`src/rtl/csk_pkg.sv`:
```
package csk_pkg;

  function automatic int unsigned slice_count(input int unsigned total_w,
                                              input int unsigned slice_w);
    return total_w / slice_w;
  endfunction

  function automatic bit slice_fits(input int unsigned total_w,
                                    input int unsigned slice_w);
    return (slice_w != 0) && ((total_w % slice_w) == 0);
  endfunction

endpackage

```
`src/rtl/csk_slice.sv`:
```
module csk_slice #(
  parameter int unsigned SLICE_W = 4
) (
  input  logic [SLICE_W-1:0] a,
  input  logic [SLICE_W-1:0] b,
  input  logic               c_in,
  output logic [SLICE_W-1:0] sum,
  output logic               c_ripple,
  output logic               c_out,
  output logic               bypass
);

  logic [SLICE_W-1:0] prop;
  logic [SLICE_W:0]   chain;

  assign prop   = a ^ b;
  assign bypass = &prop;

  always_comb begin
    chain[0] = c_in;
    for (int i = 0; i < SLICE_W; i++) begin
      sum[i]     = prop[i] ^ chain[i];
      chain[i+1] = (a[i] & b[i]) | (prop[i] & chain[i]);
    end
  end

  assign c_ripple = chain[SLICE_W];

  // bypass multiplexer: incoming carry jumps the slice when all positions propagate
  assign c_out = bypass ? c_in : c_ripple;

endmodule

```
`src/rtl/csk_core.sv`:
```
module csk_core #(
  parameter int unsigned WIDTH  = 16,
  parameter int unsigned SECT_W = 4,
  localparam int unsigned NSECT = csk_pkg::slice_count(WIDTH, SECT_W)
) (
  input  logic [WIDTH-1:0] a,
  input  logic [WIDTH-1:0] b,
  input  logic             cin,
  output logic [WIDTH-1:0] sum,
  output logic             cout,
  output logic [NSECT-1:0] bypass,
  output logic [NSECT:0]   carry,
  output logic [NSECT-1:0] ripple
);

  assign carry[0] = cin;

  for (genvar k = 0; k < NSECT; k++) begin : g_slice
    csk_slice #(.SLICE_W(SECT_W)) u_slice (
      .a        (a[k*SECT_W +: SECT_W]),
      .b        (b[k*SECT_W +: SECT_W]),
      .c_in     (carry[k]),
      .sum      (sum[k*SECT_W +: SECT_W]),
      .c_ripple (ripple[k]),
      .c_out    (carry[k+1]),
      .bypass   (bypass[k])
    );
  end

  assign cout = carry[NSECT];

endmodule

```
`src/rtl/csk_adder_top.sv`:
```
module csk_adder_top #(
  parameter int unsigned WIDTH  = 16,
  parameter int unsigned SECT_W = 4,
  localparam int unsigned NSECT = csk_pkg::slice_count(WIDTH, SECT_W)
) (
  input  logic             clk,
  input  logic             rst,
  input  logic [WIDTH-1:0] a_i,
  input  logic [WIDTH-1:0] b_i,
  input  logic             cin_i,
  output logic [WIDTH-1:0] sum_o,
  output logic             cout_o,
  output logic [NSECT-1:0] skip_o
);

  if (!csk_pkg::slice_fits(WIDTH, SECT_W)) begin : g_bad_split
    $error("csk_adder_top: SECT_W must divide WIDTH exactly");
  end

  logic [WIDTH-1:0] sum_c;
  logic             cout_c;
  logic [NSECT-1:0] skip_c;
  logic [NSECT:0]   carry_c;
  logic [NSECT-1:0] ripple_c;

  csk_core #(.WIDTH(WIDTH), .SECT_W(SECT_W)) u_core (
    .a      (a_i),
    .b      (b_i),
    .cin    (cin_i),
    .sum    (sum_c),
    .cout   (cout_c),
    .bypass (skip_c),
    .carry  (carry_c),
    .ripple (ripple_c)
  );

  always_ff @(posedge clk) begin
    if (rst) begin
      sum_o  <= '0;
      cout_o <= 1'b0;
      skip_o <= '0;
    end else begin
      sum_o  <= sum_c;
      cout_o <= cout_c;
      skip_o <= skip_c;
    end
  end

  // registered result equals arithmetic sum of the previous sample
  assert_sum_matches_R1: assert property (@(posedge clk) disable iff (rst)
    1'b1 |=> ({cout_o, sum_o} == ({1'b0, $past(a_i)} + {1'b0, $past(b_i)}
                                  + {{WIDTH{1'b0}}, $past(cin_i)})));

  // with every slice bypassing, carry-out follows carry-in
  assert_full_bypass_R5: assert property (@(posedge clk) disable iff (rst)
    (&skip_o) |-> (cout_o == $past(cin_i)));

  for (genvar k = 0; k < NSECT; k++) begin : g_chk
    // flag reflects all-propagate condition of the sampled slice
    assert_flag_R3: assert property (@(posedge clk) disable iff (rst)
      1'b1 |=> (skip_o[k] == &($past(a_i[k*SECT_W +: SECT_W])
                               ^ $past(b_i[k*SECT_W +: SECT_W]))));
    // when bypassing, the ripple chain agrees with the carry that skipped it
    assert_bypass_exact_R4: assert property (@(posedge clk) disable iff (rst)
      skip_c[k] |-> (ripple_c[k] == carry_c[k]));
  end

endmodule

```
`config.mk`:
```
export PLATFORM = sky130hd
export DESIGN_NAME = csk_adder_top
export DESIGN_NICKNAME = d
export VERILOG_FILES = /design/src/rtl/csk_pkg.sv /design/src/rtl/csk_slice.sv /design/src/rtl/csk_core.sv /design/src/rtl/csk_adder_top.sv
export SDC_FILE = /design/constraint.sdc
export NUM_CORES = 1
export LEC_CHECK = 0
export BUFFER_PORTS_ARGS = -buffer_cell sky130_fd_sc_hd__buf_2
export CORE_ASPECT_RATIO = 0.9
export CORE_MARGIN = 5
export CORE_UTILIZATION = 40
export DETAILED_ROUTE_END_ITERATION = 12
export PLACE_DENSITY = 0.73
export SLEW_MARGIN = 20
export SYNTH_ARGS = -nofsm -noshare
export SYNTH_HDL_FRONTEND = slang
export SYNTH_SLANG_ARGS = --single-unit
```
`constraint.sdc`:
```
create_clock -name clk -period 8.7 [get_ports clk]
set_clock_uncertainty 0.1 [all_clocks]
set_input_delay 1.74 -clock clk [delete_from_list [all_inputs] [get_ports clk]]
set_output_delay 1.74 -clock clk [all_outputs]
set_load 0.02 [all_outputs]
```
# After elaboration in Yosys (flattened, before gate mapping)
# Cells that the tools add are included.
# word_totals
n_memories,0
ff_bits,21
ram_bits,0
input_bits,35
out_inout_bits,21
latchBits,0
romBits,0
elab_cells,79
# op_classes
muxes,4
shifts,0
div_mod_pow,0
n_mul,0
add_sub_neg,0
n_eq_ne,0
n_bitwise,68
reduce_logical,4
order_cmp,0
# op_table
operator,count
1-bit AND,32
1-bit OR,16
4-bit AND reduction,4
1-bit bitwise XOR,16
4-bit bitwise XOR,4
1-bit two-way mux,4

# Longest topological paths before layout
# Gate-level depths: netlist of run 1.
# depth
word_depth,37
depth_mapped,25
depth_no_buf,25

# Modules after synthesis
# Synthesis of run 1 repeated with hierarchy kept, for this count alone.
# hier_totals
hier_cells,126
hier_area_um2,1395.1
# modules_own_cells
module,area_each_um2,seq_area_each_um2,instances,cells_per_inst
csk_slice,188.9,0.0,4,20
csk_adder_top,624.3,420.4,1,44
csk_core,15.0,0.0,1,2

# Worst setup path before layout of run 1
# No wires, ideal clock.
# synth_path
path_kind,input-to-reg
from,in a_i[0]
to,reg sum_o[15]
path_buffers,0
stages,25
setup_ps,67
t_arrival_ps,8321
path_slack_ps,212
path_cell_list,inv_1 -> fa_1 -> inv_1 -> fa_1 -> fa_1 -> fa_1 -> mux2_4 -> fa_1 -> fa_1 -> fa_1 -> fa_1 -> inv_1 -> a21oi_1 -> fa_1 -> fa_1 -> fa_1 -> fa_1 -> nand2_1 -> nand2_1 -> fa_1 -> fa_1 -> fa_1 -> inv_1 -> fa_1 -> nor2_1
# synth_via
elab_chain_cells,35
# synth_rtl
item,line_no,source
from (decl),csk_adder_top.sv:8,"input logic [WIDTH-1:0] a_i,"
4-bit bitwise XOR,csk_slice.sv:16,assign prop = a ^ b;
1-bit AND,csk_slice.sv:23,chain[i+1] = (a[i] & b[i]) | (prop[i] & chain[i]);
1-bit OR,csk_slice.sv:23,
1-bit AND,csk_slice.sv:23,
1-bit OR,csk_slice.sv:23,
1-bit AND,csk_slice.sv:23,
1-bit OR,csk_slice.sv:23,
1-bit AND,csk_slice.sv:23,
[19 not listed],--,
1-bit two-way mux (*),csk_slice.sv:30,assign c_out = bypass ? c_in : c_ripple;
1-bit AND (*),csk_slice.sv:23,
1-bit OR (*),csk_slice.sv:23,
1-bit AND (*),csk_slice.sv:23,
1-bit OR (*),csk_slice.sv:23,
1-bit AND (*),csk_slice.sv:23,
1-bit OR (*),csk_slice.sv:23,
1-bit bitwise XOR (*),csk_slice.sv:22,sum[i] = prop[i] ^ chain[i];
to (signal assigned),csk_adder_top.sv:43,sum_o <= sum_c;
to (decl),csk_adder_top.sv:11,"output logic [WIDTH-1:0] sum_o,"
# Every way passes the cells marked *; elsewhere a longest branch is shown, timed or not.
# A chain may end at the register's enable or synchronous reset.

# Worst setup path after layout of run 1
# Ends and elaborated chain as after synthesis.

==> results.py, run 1 <==
metrics = {
    "outcome": {
        "status": "finished clean",
    },
    "sta": {
        "final.period_utilization_pct": 97.60,
        "fmax_achieved_ghz": 0.1178,
        "finalHoldWorstSlack_ps": 1708,
        "worstMarginPinSlew_ps": 373.2,
        "finalCriticalPeriod_ps": 8491,
        "slew_headroom_pct": 75.12,
        "setup_tns_final_ps": 0,
        "total_setup_violations_reported_at_the_end_of_the_flow": 0,
        "finalHoldViolCount": 0,
        "post-route-worst-setup-slack_ps": 208.7,
        "fin_max_slew_vios": 0,
    },
    "power_and_ir_drop": {
        "power_leakage_nw": 0.8185,
        "report.power.total_uw": 234.2,
        "cellPowerDensity_nw_per_um2": 146.6,
        "peakVddDrop_uv": 53.31,
    },
    "clocking": {
        "tritoncts.num_buffers": 3,
        "ctsRootBufferMaster": "sky130_fd_sc_hd__clkbuf_4",
        "cts_max_level": 1,
        "postCtsSetupBuffers": 0,
        "cts_tree": "built",
        "clock_sinks": 21,
        "path_clk_slew_ps": 110,
        "max-clock-path-buffers": 2,
    },
    "final_layout": {
        "post_route_cell_area_um2": 1598,
        "finish.net_count": 227,
        "sequential_cell_area_um2": 420.4,
        "final_util_pct": 56.76,
        "fill_cells": 252,
        "areaGrowthSynthToFinish_pct": 32.74,
        "multi_input_logic_area_um2": 750.7,
        "final_layout_size_suffix_gt1_share_pct": 45.28,
        "antenna-diode-count": 0,
        "leading_cell_type_in_the_layout_fill_and_taps_excluded": "sky130_fd_sc_hd__buf_2",
        "finish.cell_count_without_fillers": 199,
        "most-common-layout-cells": "55 x sky130_fd_sc_hd__buf_2, 21 x sky130_fd_sc_hd__dfxtp_1, 16 x sky130_fd_sc_hd__ha_1",
    },
    "grt": {
        "grt_use_total_pct": 12.12,
        "grt_first_pass_wirelength_um": 3705,
        "grt_start_max_net_pins": 22,
        "first_global_vias": 921,
        "antenna_found_initial": 0,
        "grt_remaining_overflow": 0,
    },
    "floorplan": {
        "floorplan.die.height_um": 62.04,
        "floorplan.die_area_um2": 4208,
        "io_pins": 56,
        "core_area_um2": 2815,
        "die_width_um": 67.82,
        "start_util_pct": 42.76,
        "num_rows": 18,
    },
    "placed_design": {
        "io_buffer_count": 55,
        "place_area_um2": 1567,
        "hpwlAfterDp_um": 2077,
        "placed_cells": 195,
        "weighted_congestion_at_the_end_of_routability_driven_global_placement": 0.7002,
        "placement.setup.worst_slack_ps": -198.5,
    },
    "critical_path": {
        "worst_setup_path_start_kind": "input port",
        "end_kind": "flop",
        "critPathKind": "input port to flop",
        "slowest_delay_ps": 410,
        "wp_data_arrival_ps": 8640,
        "cp_data_required_time_ps": 8850,
        "slowest_stage": "sky130_fd_sc_hd__fa_1",
        "critical_path_peak_fanout": 2,
        "worst_path_most_repeated_cell": "sky130_fd_sc_hd__fa_1",
    },
    "logic_synthesis": {
        "synth_cell_type_count": 16,
        "synth.cell_area_um2": 1204,
        "yosysWarningCount": 0,
        "synth_area_per_cell_um2": 12.54,
        "postSynthRegisterBits": 21,
        "ys_seq_area_share_pct": 34.93,
        "synthesis.instances": 96,
        "synthesis.nets": 163,
    },
    "job": {
        "max_cap_violations": 0,
    },
    "route": {
        "route.antenna.remaining_nets": 0,
        "first_iter_violations": 12,
        "viasPerCell": 4.302,
        "drcViolationCount": 0,
        "wl_per_cell_um": 11.84,
        "via_total_after_detailed_routing": 856,
        "first_pass_iters": 4,
        "routed_wl_um": 2357,
    },
    "hold_path": {
        "hold-path-cell-count": 2,
        "hold_removal_path_class": "input port to flop",
    },
}
## logic make-up after synthesis
logic type	Yosys count	share of synthesized area, %
AO/OA/AOI/OAI	5	3.534
adder cells (fa/ha/maj)	32	43.24
buffers and inverters	10	3.119
flip-flops	21	34.93
multiplexers	1	1.247
AND/OR/NAND/NOR	27	13.93
## sequential cells by signal, summed over array words and instances (netlist names)
register	flops
sum_o	16
cout_o	1
skip_o	4
## per-layer routing
layer / part of all wire (%) / wire (µm) / global-route usage, % / up-vias
met4: 2.0 / 46 / 6.799 / 0
met1: 34 / 812 / 12.61 / 399
met5: 0 / 0 / 0 / -
li1: - / - / - / 421
met2: 56 / 1319 / 23.86 / 31
met3: 7.6 / 178 / 1.259 / 5
## worst max-delay path: cells and delay by family
kind                       cells  cell delay, ps
adders and majority gates     16            5920
muxes                          1             290
and+or+nand+nor                3             240
AOI/OAI and AO/OA              1              80
buffers and inverters          5             380
## Yosys cell counts, drive strengths merged
cell / instances / share of area [%]
a21oi: 3 / 1.6
o21ai: 1 / 0.73
clkbuf: 2 / 0.62
nand4: 4 / 3.8
ha: 16 / 17
mux2: 1 / 1.2
fa: 16 / 27
inv: 8 / 2.5
nor2: 7 / 2.2
a221oi: 1 / 1.2
dfxtp: 21 / 35
nor2b: 14 / 7.3
nand2: 2 / 0.62
## what timing repair did
action                                  in CTS  in global routing
gates resized for setup                      0                  2
hold buffers                                 0                  0
endpoints found under the setup margin       0                  1
hold endpoints to repair                     0                  0
## worst paths after layout
check	start	to
max	a_i[0]	sum_o[15]$_SDFF_PP0_
min	rst	sum_o[0]$_SDFF_PP0_
## layout make-up
cell class                 instances  area share, %
multi-input combinational         65          46.99
clock buffer                       4          1.644
tap                               40          3.132
sequential                        21          26.31
inverter                           8          1.879
timing repair buffer              61          20.05
## power breakdown
group          leakage [nW]  total, mW  internal [mW]  switching, mW
combinational         0.629     0.0784         0.0351         0.0432
sequential            0.174      0.109          0.107        0.00210
clock                0.0150     0.0467         0.0179         0.0288
total                 0.818      0.234          0.160         0.0741
No activity file was read; power rests on OpenSTA's default activity.
==> inputs of run 2 (changes only) <==
--- a/config.mk
+++ b/config.mk
@@ -5,12 +5,13 @@
 export SDC_FILE = /design/constraint.sdc
 export NUM_CORES = 1
 export LEC_CHECK = 0
+export ABC_AREA = 1
 export BUFFER_PORTS_ARGS = -buffer_cell sky130_fd_sc_hd__buf_2
 export CORE_ASPECT_RATIO = 0.9
 export CORE_MARGIN = 5
 export CORE_UTILIZATION = 40
 export DETAILED_ROUTE_END_ITERATION = 12
-export PLACE_DENSITY = 0.73
+export PLACE_DENSITY = 0.72
 export SLEW_MARGIN = 20
 export SYNTH_ARGS = -nofsm -noshare
 export SYNTH_HDL_FRONTEND = slang
==> run 2 against run 1 <==
Clock-buffer cell count shrank 1. Combinational power grew 6.0%. Non-clock buffer count shrank 1. Highest routed layer unchanged. Power is 2.1% higher. Worst hold slack gained 11 ps. Critical path type unchanged. Sequential power is essentially flat. Final cell count grew 13%. Critical endpoint unchanged. Core utilization down 2.1 points.
==> results.py, run 2 <==
metrics = {
    "sta": {
        "finalCriticalPeriod_ps": 8369,
        "slew_headroom_pct": 74.02,
        "worstMarginPinSlew_ps": 389.7,
        "fmax_achieved_ghz": 0.1195,
        "finalHoldViolCount": 0,
        "final.period_utilization_pct": 96.20,
        "total_setup_violations_reported_at_the_end_of_the_flow": 0,
        "finalHoldWorstSlack_ps": 1719,
        "rsz0062_at_grt": "no",
        "post-route-worst-setup-slack_ps": 331.0,
        "fin_max_slew_vios": 0,
    },
    "critical_path": {
        "critPathKind": "input port to flop",
        "cp_data_required_time_ps": 8840,
        "end_kind": "flop",
        "wp_data_arrival_ps": 8510,
        "critical_path_peak_fanout": 2,
        "worst_path_most_repeated_cell": "sky130_fd_sc_hd__fa_1",
        "worst_setup_path_start_kind": "input port",
        "slowest_delay_ps": 410,
        "slowest_stage": "sky130_fd_sc_hd__fa_1",
    },
    "grt": {
        "first_global_vias": 1078,
        "grt_start_max_net_pins": 22,
        "grt_remaining_overflow": 0,
        "antenna_found_initial": 0,
        "grt_first_pass_wirelength_um": 4367,
        "grt_use_total_pct": 12.87,
    },
    "power_and_ir_drop": {
        "power_leakage_nw": 0.9009,
        "peakVddDrop_uv": 63.23,
        "cellPowerDensity_nw_per_um2": 144.8,
        "report.power.total_uw": 239.2,
        "power.combinational.fraction_pct": 34.7,
        "swShare_pct": 33.81,
        "portion_of_total_power_attributed_to_sequential_cells_pct": 45.8,
        "internal_power_uw": 158.3,
        "clock_power_share_pct": 19.5,
        "switching_power_uw": 80.89,
    },
    "final_layout": {
        "largest_registers": "sum_o (16), skip_o (4), cout_o (1)",
        "areaGrowthSynthToFinish_pct": 32.26,
        "max_reg_flops": 16,
        "most-common-layout-cells": "55 x sky130_fd_sc_hd__buf_2, 24 x sky130_fd_sc_hd__inv_1, 21 x sky130_fd_sc_hd__dfxtp_1",
        "final_util_pct": 54.70,
        "final_layout_size_suffix_gt1_share_pct": 43.72,
        "finish.net_count": 251,
        "post_route_cell_area_um2": 1652,
        "largest-register": "sum_o",
        "leading_cell_type_in_the_layout_fill_and_taps_excluded": "sky130_fd_sc_hd__buf_2",
        "antenna-diode-count": 0,
    },
    "floorplan": {
        "num_rows": 19,
        "start_util_pct": 41.36,
        "floorplan.die_area_um2": 4341,
        "core_area_um2": 3019,
        "die_width_um": 68.90,
        "floorplan.die.height_um": 63.01,
        "io_pins": 56,
    },
    "logic_synthesis": {
        "synthMostInstantiatedCell": "sky130_fd_sc_hd__inv_1",
        "yosysWarningCount": 0,
        "yosys.area.top_type": "sky130_fd_sc_hd__dfxtp_1",
        "yosys-top-cells-count": "24 x sky130_fd_sc_hd__inv_1, 21 x sky130_fd_sc_hd__dfxtp_1, 19 x sky130_fd_sc_hd__nor2_1, 16 x sky130_fd_sc_hd__fa_1, 16 x sky130_fd_sc_hd__ha_1",
        "synth_cell_type_count": 17,
        "synth.cell_area_um2": 1249,
        "ys_top_cells_by_area": "sky130_fd_sc_hd__dfxtp_1 34%, sky130_fd_sc_hd__fa_1 26%, sky130_fd_sc_hd__ha_1 16%",
        "post_synthesis_async_set_or_reset_flop_share_pct": 0,
        "synthesis.nets": 188,
        "ys_dominant_reg_cell": "sky130_fd_sc_hd__dfxtp_1",
        "synthesis.instances": 121,
        "ys_seq_area_share_pct": 33.67,
        "postSynthRegisterBits": 21,
        "netlist.area_leader.share_pct": 33.67,
        "synth_area_per_cell_um2": 10.32,
        "synth_enable_flop_cells": 0,
    },
    "hold_path": {
        "hold_removal_path_class": "input port to flop",
        "worst_hold_startpoint": "b_i[11]",
        "worst_hold_path_endpoint": "sum_o[11]$_SDFF_PP0_",
        "hold-path-cell-count": 4,
    },
    "route": {
        "drcViolationCount": 0,
        "wl_per_cell_um": 10.97,
        "first_iter_violations": 16,
        "route.antenna.remaining_nets": 0,
        "viasPerCell": 4.213,
        "via_total_after_detailed_routing": 948,
        "routed_wl_um": 2469,
        "first_pass_iters": 4,
    },
    "placed_design": {
        "weighted_congestion_at_the_end_of_routability_driven_global_placement": 0.7766,
        "hpwlAfterDp_um": 2215,
        "io_buffer_count": 55,
        "place_area_um2": 1607,
        "placement.setup.worst_slack_ps": -341.2,
    },
    "clocking": {
        "tritoncts.num_buffers": 3,
        "cts.hold.buffers_added": 0,
        "max-clock-path-buffers": 2,
        "cts_max_level": 1,
        "cts_tree": "built",
        "clock_sinks": 21,
        "ctsRootBufferMaster": "sky130_fd_sc_hd__clkbuf_4",
        "path_clk_slew_ps": 120,
    },
    "outcome": {
        "status": "finished clean",
    },
    "job": {
        "max_cap_violations": 0,
    },
}
-- run 2: cell families (layout without fill, tap and decap cells) --
logic type	count (synthesis)	after routing	share of synthesized area, %
buffers and inverters	26	88	7.816
adders and majority gates	32	32	41.68
DFF	21	21	33.67
and+or+nand+nor	40	40	15.73
AOI/OAI and AO/OA	2	2	1.102
-- run 2: how the worst max path moves through the flow --
| stage | from | endpoint |
|---|---|---|
| 3_3_place_gp | a_i[0] | sum_o[15]$_SDFF_PP0_ |
| 3_5_place_dp | a_i[0] | sum_o[15]$_SDFF_PP0_ |
| 5_1_grt | a_i[0] | sum_o[15]$_SDFF_PP0_ |
| 6_report | a_i[0] | sum_o[15]$_SDFF_PP0_ |
| 4_1_cts | a_i[0] | sum_o[15]$_SDFF_PP0_ |
| 2_1_floorplan | a_i[0] | sum_o[15]$_SDFF_PP0_ |
-- run 2: area by class of cell --
| class | instances | area, µm² |
|---|---|---|
| fill | 300 | 1368 |
| multi-input combinational | 74 | 748.2 |
| sequential | 21 | 420.4 |
| timing repair buffer | 60 | 312.8 |
| inverter | 24 | 90.09 |
| tap | 42 | 52.55 |
| clock buffer | 3 | 22.52 |
| clock inverter | 1 | 5.005 |
-- run 2: metrics by stage --
stage | setup TNS, ps | std cells
detailed placement | -535.7 | 221
floorplan | 0 | 121
CTS | 0 | 225
finish | 0 | 225
global route | 0 | 225
global placement | -298.5 | 221
-- run 2: metal layers --
metal  track usage [%]  vias up  share of wire, %
met2             23.10       31                55
li1                  -      471                 -
met5                 0        -                 0
met3             1.259        8               5.5
met4             6.569        0               3.0
met1             14.41      438                36
-- run 2: repair_timing --
item,in CTS,in global routing
gates cloned,0,0
resized for setup,1,6
setup buffers,0,0
endpoints found under the setup margin,1,2
-- run 2: power by group through the flow --
stage	Combinational, mW	Clock (mW)	Sequential, mW
after detailed placement	0.0838	0	0.112
after CTS	0.0843	0.0481	0.110
after floorplan	0.0340	0	0.127
after global routing	0.0965	0.0541	0.111
final	0.0831	0.0465	0.110
after global placement	0.0797	0	0.112
-- run 2: worst max-delay path, delay by kind of cell --
kind	cells	cell delay [ps]
AO/OA/AOI/OAI	1	80
buffers and inverters	4	310
AND/OR/NAND/NOR	6	780
adder cells (fa/ha/maj)	16	5590
==> inputs of run 3 (changes only) <==
--- a/config.mk
+++ b/config.mk
@@ -5,13 +5,12 @@
 export SDC_FILE = /design/constraint.sdc
 export NUM_CORES = 1
 export LEC_CHECK = 0
-export ABC_AREA = 1
 export BUFFER_PORTS_ARGS = -buffer_cell sky130_fd_sc_hd__buf_2
 export CORE_ASPECT_RATIO = 0.9
 export CORE_MARGIN = 5
 export CORE_UTILIZATION = 40
 export DETAILED_ROUTE_END_ITERATION = 12
-export PLACE_DENSITY = 0.72
+export PLACE_DENSITY = 0.7
 export SLEW_MARGIN = 20
 export SYNTH_ARGS = -nofsm -noshare
 export SYNTH_HDL_FRONTEND = slang
==> constraint.sdc (replaced) <==
create_clock -name clk -period 8.2 [get_ports clk]
set_clock_uncertainty 0.1 [all_clocks]
set_input_delay 1.64 -clock clk [delete_from_list [all_inputs] [get_ports clk]]
set_output_delay 1.64 -clock clk [all_outputs]
set_load 0.02 [all_outputs]
==> run 3 against run 2 <==
Setup slack got worse by 140 ps. Global-route usage down 0.82 points. Combinational power increased by 2%. Core utilization grew 2.9 points. Non-clock buffer count stayed put. Critical path depth decreased by 1. Final area decreased by 1.8%. Die area is 3.1% lower. Final cell count down 12%. First-iteration DRC count down 13%.
==> results.py, run 3 (synthesized netlist as in run 1, its figures left out) <==
metrics = {
    "route": {
        "via_total_after_detailed_routing": 858,
        "routed_wl_um": 2429,
        "viasPerCell": 4.333,
        "first_pass_iters": 3,
        "first_iter_violations": 14,
        "wl_per_cell_um": 12.27,
        "drcViolationCount": 0,
        "route.antenna.remaining_nets": 0,
    },
    "floorplan": {
        "floorplan.die.height_um": 62.04,
        "num_rows": 18,
        "floorplan.die_area_um2": 4208,
        "io_pins": 56,
        "start_util_pct": 42.76,
        "die_width_um": 67.82,
        "core_area_um2": 2815,
    },
    "grt": {
        "grt_start_max_net_pins": 22,
        "first_global_vias": 934,
        "grt_use_total_pct": 12.04,
        "grt_first_pass_wirelength_um": 3815,
        "antenna_found_initial": 0,
        "grt_remaining_overflow": 0,
    },
    "critical_path": {
        "worst_setup_path_start_kind": "input port",
        "slowest_delay_ps": 400,
        "worst_path_most_repeated_cell": "sky130_fd_sc_hd__fa_2",
        "critical_path_peak_fanout": 2,
        "critPathKind": "input port to flop",
        "end_kind": "flop",
        "critical_path.startpoint": "b_i[0]",
        "wp_data_arrival_ps": 8140,
        "cp_data_required_time_ps": 8330,
        "slowest_stage": "sky130_fd_sc_hd__fa_1",
    },
    "placed_design": {
        "place_area_um2": 1572,
        "weighted_congestion_at_the_end_of_routability_driven_global_placement": 0.6842,
        "io_buffer_count": 55,
        "hpwlAfterDp_um": 2148,
    },
    "clocking": {
        "path_clk_slew_ps": 120,
        "cts_max_level": 1,
        "clock_sinks": 21,
        "cts.hold.buffers_added": 0,
        "tritoncts.num_buffers": 3,
        "max-clock-path-buffers": 2,
        "cts_tree": "built",
        "ctsRootBufferMaster": "sky130_fd_sc_hd__clkbuf_4",
    },
    "outcome": {
        "status": "finished clean",
    },
    "power_and_ir_drop": {
        "portion_of_total_power_attributed_to_sequential_cells_pct": 46.5,
        "power_leakage_nw": 0.8030,
        "peakVddDrop_uv": 51.05,
        "power.combinational.fraction_pct": 34.1,
        "swShare_pct": 31.59,
        "clock_power_share_pct": 19.4,
        "cellPowerDensity_nw_per_um2": 153.7,
        "internal_power_uw": 170.5,
        "switching_power_uw": 78.73,
    },
    "final_layout": {
        "final_layout_size_suffix_gt1_share_pct": 53.80,
        "antenna-diode-count": 0,
        "areaGrowthSynthToFinish_pct": 34.72,
        "leading_cell_type_in_the_layout_fill_and_taps_excluded": "sky130_fd_sc_hd__buf_2",
        "largest_registers": "sum_o (16), skip_o (4), cout_o (1)",
        "largest-register": "sum_o",
        "finish.net_count": 226,
        "max_reg_flops": 16,
        "post_route_cell_area_um2": 1622,
        "most-common-layout-cells": "55 x sky130_fd_sc_hd__buf_2, 21 x sky130_fd_sc_hd__dfxtp_1, 16 x sky130_fd_sc_hd__ha_1",
    },
    "job": {
        "max_cap_violations": 0,
    },
    "sta": {
        "finalHoldViolCount": 0,
        "fin_max_slew_vios": 0,
        "worstMarginPinSlew_ps": 389.4,
        "setup_tns_final_ps": 0,
        "total_setup_violations_reported_at_the_end_of_the_flow": 0,
        "slew_headroom_pct": 74.04,
        "finalCriticalPeriod_ps": 8006,
        "fmax_achieved_ghz": 0.1249,
        "final.period_utilization_pct": 97.63,
    },
    "hold_path": {
        "hold_removal_path_class": "input port to flop",
        "worst_hold_startpoint": "rst",
    },
}
## run 3: cell types whose count changed in the layout (fill, tap and decap cells not counted), sizes merged, moves of 3 or more
cell,change
inv,-16
nand3,-3
nand2,-9
nor2b,+14
nor2,-14
nand4,+3
## run 3: worst paths after layout
kind                                    to  cells past startpoint  slack [ps]
worst min-delay path   sum_o[0]$_SDFF_PP0_                      2        1630
worst max-delay path  sum_o[15]$_SDFF_PP0_                     26         190
## run 3: final cells by class
type	instances	area [µm²]
flip-flops and latches	21	420.4
fillers	255	1194
clock buffers	4	26.28
well taps	40	50.05
multi-input cells	65	782.0
inverters	8	30.03
repair buffers	60	312.8
## run 3: metrics by stage
step / utilization (%) / setup WS (ps) / std cells / hold WS (ps) / power [mW]
global placement: 55.82 / -296.1 / 194 / 1932 / 0.1989
CTS: 57.11 / 35.25 / 198 / 1624 / 0.2525
detailed placement: 55.82 / -469.0 / 194 / 1946 / 0.2035
finish: 57.60 / 194.1 / 198 / 1627 / 0.2492
floorplan: - / 5.799 / 96 / 1612 / 0.1664
global route: 57.60 / -7.288 / 198 / 1639 / 0.2686
## run 3: power by group through the flow
stage	combinational, mW	clock (mW)	sequential [mW]
2_1_floorplan	0.0323	0	0.134
3_3_place_gp	0.0807	0	0.118
3_5_place_dp	0.0850	0	0.119
4_1_cts	0.0860	0.0503	0.116
5_1_grt	0.0961	0.0553	0.117
6_report	0.0851	0.0482	0.116
## run 3: routing by layer
metal  global-route usage (%)  up-vias  part of all wire, %
met5                        0        -                    0
met4                    3.399        0                 0.82
met3                    2.518        2                  8.4
met2                    24.69       30                   55
met1                    12.26      408                   36
li1                         -      418                    -
## run 3: what timing repair did
action,in CTS,in global routing
setup endpoints to repair,1,1
buffers inserted,0,0
pin swaps,0,3
resized for setup,4,7
## run 3: critical path: cells and delay by family
family	cells	cell delay, ps
muxes	1	290
AOI/OAI and AO/OA	1	60
and+or+nand+nor	3	240
buffers and inverters	5	370
adders and majority gates	16	5540
